<file path="config.mk">
export PLATFORM = sky130hd
export DESIGN_NAME = pwm_sample_irq
export DESIGN_NICKNAME = d
export VERILOG_FILES = /design/src/rtl/pwm_sample_irq.sv
export SDC_FILE = /design/constraint.sdc
export NUM_CORES = 1
export LEC_CHECK = 0
export BUFFER_PORTS_ARGS = -buffer_cell sky130_fd_sc_hd__buf_2
export CORE_ASPECT_RATIO = 0.7
export CORE_MARGIN = 3
export CORE_UTILIZATION = 25
export CTS_CLUSTER_DIAMETER = 50
export DETAILED_ROUTE_END_ITERATION = 8
export HOLD_SLACK_MARGIN = 0.1
export PLACE_DENSITY = 0.48
export SLEW_MARGIN = 40
export SYNTH_ARGS = -nofsm -noshare
export SYNTH_HDL_FRONTEND = slang
export SYNTH_SLANG_ARGS = --single-unit
</file>
<file path="constraint.sdc">
create_clock -name clk -period 2.6 [get_ports clk]
set_input_delay 0.26 -clock clk [delete_from_list [all_inputs] [get_ports clk]]
set_output_delay 0.26 -clock clk [all_outputs]
set_load 0.01 [all_outputs]
</file>
<file path="src/rtl/pwm_sample_irq.sv">
module pwm_sample_irq #(
  parameter int CYC_W   = 12,
  parameter int IVL_W   = 4,
  parameter int DATA_W  = 16,
  parameter int IVL_LSB = 8
) (
  input  logic              clk,
  input  logic              rst_n,
  input  logic              base_ce,
  input  logic              wr_en,
  input  logic              wr_sel,
  input  logic [DATA_W-1:0] wr_data,
  input  logic              irq_clr,
  output logic              irq_flag
);

  logic [CYC_W-1:0] cyc_q, div_q, period;
  logic [IVL_W-1:0] ivl_q, cnt_q;
  logic [IVL_W:0]   cnt_inc;
  logic             wr_cyc, wr_ctl, run, smp_done, fire;

  assign wr_cyc   = wr_en & wr_sel;
  assign wr_ctl   = wr_en & ~wr_sel;
  assign period   = cyc_q - CYC_W'(1);
  assign run      = base_ce & (period != '0) & ~wr_cyc;
  assign smp_done = run & (div_q == period - CYC_W'(1));
  assign cnt_inc  = {1'b0, cnt_q} + (IVL_W+1)'(1);
  assign fire     = smp_done & (ivl_q != '0) & (cnt_inc >= {1'b0, ivl_q});

  always_ff @(posedge clk) begin
    if (!rst_n) begin
      cyc_q <= '0;
      ivl_q <= '0;
    end else begin
      if (wr_cyc) cyc_q <= wr_data[CYC_W-1:0];
      if (wr_ctl) ivl_q <= wr_data[IVL_LSB +: IVL_W];
    end
  end

  always_ff @(posedge clk) begin
    if (!rst_n)        div_q <= '0;
    else if (wr_cyc)   div_q <= '0;
    else if (smp_done) div_q <= '0;
    else if (run)      div_q <= div_q + CYC_W'(1);
  end

  always_ff @(posedge clk) begin
    if (!rst_n)                          cnt_q <= '0;
    else if (wr_cyc)                     cnt_q <= '0;
    else if (fire)                       cnt_q <= IVL_W'(cnt_inc - {1'b0, ivl_q});
    else if (smp_done && ivl_q != '0)    cnt_q <= IVL_W'(cnt_inc);
  end

  always_ff @(posedge clk) begin
    if (!rst_n)       irq_flag <= 1'b0;
    else if (fire)    irq_flag <= 1'b1;
    else if (irq_clr) irq_flag <= 1'b0;
  end

  a_r2_div_in_range: assert property (@(posedge clk) disable iff (!rst_n)
    (period != '0) |-> (div_q < period));

  a_r4_rise_needs_interval: assert property (@(posedge clk) disable iff (!rst_n)
    $rose(irq_flag) |-> ($past(ivl_q) != '0 && $past(smp_done)));

  a_r6_cycle_write_resets: assert property (@(posedge clk) disable iff (!rst_n)
    wr_cyc |=> (cnt_q == '0 && div_q == '0));

  a_r7_clear_drops: assert property (@(posedge clk) disable iff (!rst_n)
    (irq_clr && !fire) |=> !irq_flag);

  a_r8_sticky: assert property (@(posedge clk) disable iff (!rst_n)
    (irq_flag && !irq_clr) |=> irq_flag);

  a_r9_zero_period_halts: assert property (@(posedge clk) disable iff (!rst_n)
    (period == '0 && !wr_cyc) |=> ($stable(cnt_q) && $stable(irq_flag | irq_clr) || !irq_flag));

endmodule

</file>
==> results by group <==
Outcome
  • Status: complete, but fails checks
  • Violated checks: negative setup slack

Die
  • Die Y: 88.51 um
  • Die X-Extent: 123.9 um
  • Initial Util: 0.2627
  • Row cnt: 29
  • IO Count: 23
  • Die ar.: 10,960 um2
  • Core footprint: 9253 um2

Detailed routing
  • Drt drc: 0
  • Final WL: 6784 um
  • Drt first pass iters: 4
  • Post-DRT Antenna Nets: 0
  • Vias/cell: 4.641
  • DR iter-0 viols: 119
  • Vias: 2,288
  • Wire per inst: 13.76 um

Logic synthesis
  • Synth area leader: dfxtp_1
  • Most frequent cells after synthesis: 34 x nand2_1, 33 x dfxtp_1, 30 x xnor2_1
  • Syn Inst Count: 300
  • Top-count cell post-synth: nand2_1
  • Yosys top cell area share: 0.2717
  • Predominant post-synthesis flop cell: dfxtp_1
  • Flops & latches, synth: 33
  • Net Count, Synth: 332
  • Post-synth EDFFs: 0
  • Synth warn: 0
  • Synth async-reset ratio: 0
  • Post-synthesis cell area: 2431 um2
  • Seq/Total Area, Yosys: 0.2717
  • Synth Area per Inst: 8.104 um2
  • Top cells by area, synth: dfxtp_1 27%, xnor2_1 11%, nand2_1 5.2%
  • Netlist cell types: 56

Setup path
  • Worst Setup Start Kind: flop
  • Worst EP required: 2.82 ns
  • Critical Path AT: 2.92 ns
  • Type of the worst setup path: reg2reg
  • Crit. End Element: flop
  • Crit-path max FO: 5

STA
  • Worst slew pin tran: 0.5063 ns
  • Final setup violation count: 7
  • Final Critical Period: 2.700 ns
  • Slew margin rel.: 0.6617
  • Setup Skew: 0.006764 ns
  • RSZ-0062 raised after global routing: yes
  • Final max-slew violation count: 0
  • Final hold violation count: 0
  • Final period util: 1.039
  • Maximum clock frequency: 370.3 MHz
  • Fin worst setup slack: -0.1003 ns

GRT
  • First-pass GRT wire length: 10,610 um
  • GR Util met3: 0.03706
  • GRT Util Overall: 0.1262
  • Initial antenna violation count: 0
  • Met1 Usage GRT: 0.1861
  • GRT overflow: 0
  • Top Usage Layer GRT: met1
  • Vias in the first global route: 2,133
  • Largest net degree at the start of global routing: 19
  • Met2 usage in global routing: 0.1756

Clock network
  • H-tree depth: 2
  • Root Buffer: clkbuf_16
  • CTS tree: done
  • Inserted Clock Buffers: 5
  • Hold-fix buffers at CTS: 0
  • Bufs on Longest Clock Path: 2
  • Sinks on Clock Net: 33
  • CTS clk-pin slew, worst paths: 0.06 ns
  • Clk_lat worst skew: 0.29 ns

Power and ir drop
  • Power Density: 484.3 nW/um2
  • Leak: 0.001406 uW
  • Worst VDD drop: 0.2316 mV
  • Tot Pwr: 1770 uW

Hold path
  • Worst Hold Class: in2reg

Run
  • Max-cap check violation count: 0

Final layout
  • P&R area growth vs syn: 50.33%
  • Diode count: 0
  • Share of cells above drive strength 1: 0.3848
  • Final #Nets: 400
  • Final design utilization: 0.3950

Place
  • Gp weighted congestion: 0.7693
  • I/O Buffers: 18
  • Estimated wirelength of the detail-placed design: 4948 um
-- per-layer routing --
| layer | up-vias | wire [um] |
|---|---|---|
| li1 | 1188 | - |
| met1 | 1056 | 3665 |
| met2 | 37 | 2787 |
| met3 | 7 | 246 |
| met4 | 0 | 85 |
| met5 | - | 0 |
-- kinds of logic (layout without fill, tap and decap cells) --
family	Yosys count	after routing	synth area share
mux	5	5	0.02110
fa+ha+maj	10	10	0.05456
compound gates	56	56	0.1704
buf+inv	25	94	0.04581
simple gates	132	132	0.2959
flops	33	33	0.2717
xor+xnor	39	39	0.1405
-- final timing paths --
| path | slack, ns | endpoint | startpoint | depth (start not counted) |
|---|---|---|---|---|
| min reg2reg | 0.49 | cnt_q[1]$_SDFFE_PP0P_ | cnt_q[1]$_SDFFE_PP0P_ | 2 |
| min | 0.21 | cyc_q[1]$_SDFFE_PN0P_ | wr_data[1] | 3 |
| max | -0.10 | cnt_q[3]$_SDFFE_PP0P_ | cyc_q[1]$_SDFFE_PN0P_ | 10 |
| max reg2reg | -0.10 | cnt_q[3]$_SDFFE_PP0P_ | cyc_q[1]$_SDFFE_PN0P_ | 10 |
-- where the power goes --
group          leakage [uW]  switching (uW)  internal (uW)  total (uW)
clock             0.0000841             227            479         706
combinational       0.00105             259            271         530
sequential         0.000271            15.4            518         534
-- state kept, by name, indices dropped and copies added (netlist names) --
name and flops:
cnt_q 4, irq_flag 1, cyc_q 12, div_q 12, ivl_q 4
-- placed cells by master, fill, tap and decap left out, drive strengths merged, types with 4 or more instances in the layout --
master,n
xnor2,30
inv,13
nor2,25
xor2,9
mux2i,4
nor2b,13
dfxtp,33
nor3,8
nand4,9
o21ai,7
buf,72
a21oi,7
nand2,35
and3,4
a21boi,14
nand3,10
nand2b,5
and2,4
clkbuf,8
ha,9
-- per-stage QoR --
step	hold WS, ns	cells	setup TNS (ns)	setup WS (ns)	area (um2)
4_1_cts	0.2107	491	-0.1077	-0.1016	3378
3_5_place_dp	0.4938	476	-2.638	-0.3111	3027
6_report	0.2126	493	-0.1597	-0.1003	3655
5_1_grt	0.2169	493	-1.958	-0.2428	3655
2_1_floorplan	0.3939	300	-0.1040	-0.1040	2480
3_3_place_gp	0.4904	476	-1.994	-0.3000	3027
-- area by class of cell --
type	instances	area, um2
multi-input cells	242	2041
clock buffers	7	142.6
flip-flops and latches	33	674.4
fillers	915	5598
inverters	13	51.30
clock inverters	1	30.03
well taps	124	155.1
repair buffers	73	560.5
-- repair_timing --
action,4_1_cts,5_1_grt
buffers inserted,8,5
pin swaps,15,26
resized for setup,26,49
hold endpoints to repair,0,0
gates cloned,0,1
setup endpoints to repair,17,17
-- worst max-delay path, stage by stage (launching register included) --
cell	delay, ns
dfxtp_2	0.33
inv_4	0.07
ha_4	0.17
nor3b_4	0.31
xnor2_2	0.17
xnor2_1	0.16
xnor2_1	0.09
or4_4	0.43
a2111o_1	0.39
or3_1	0.37
a21oi_1	0.14
Note: power is estimated with default switching activity, not from simulation.
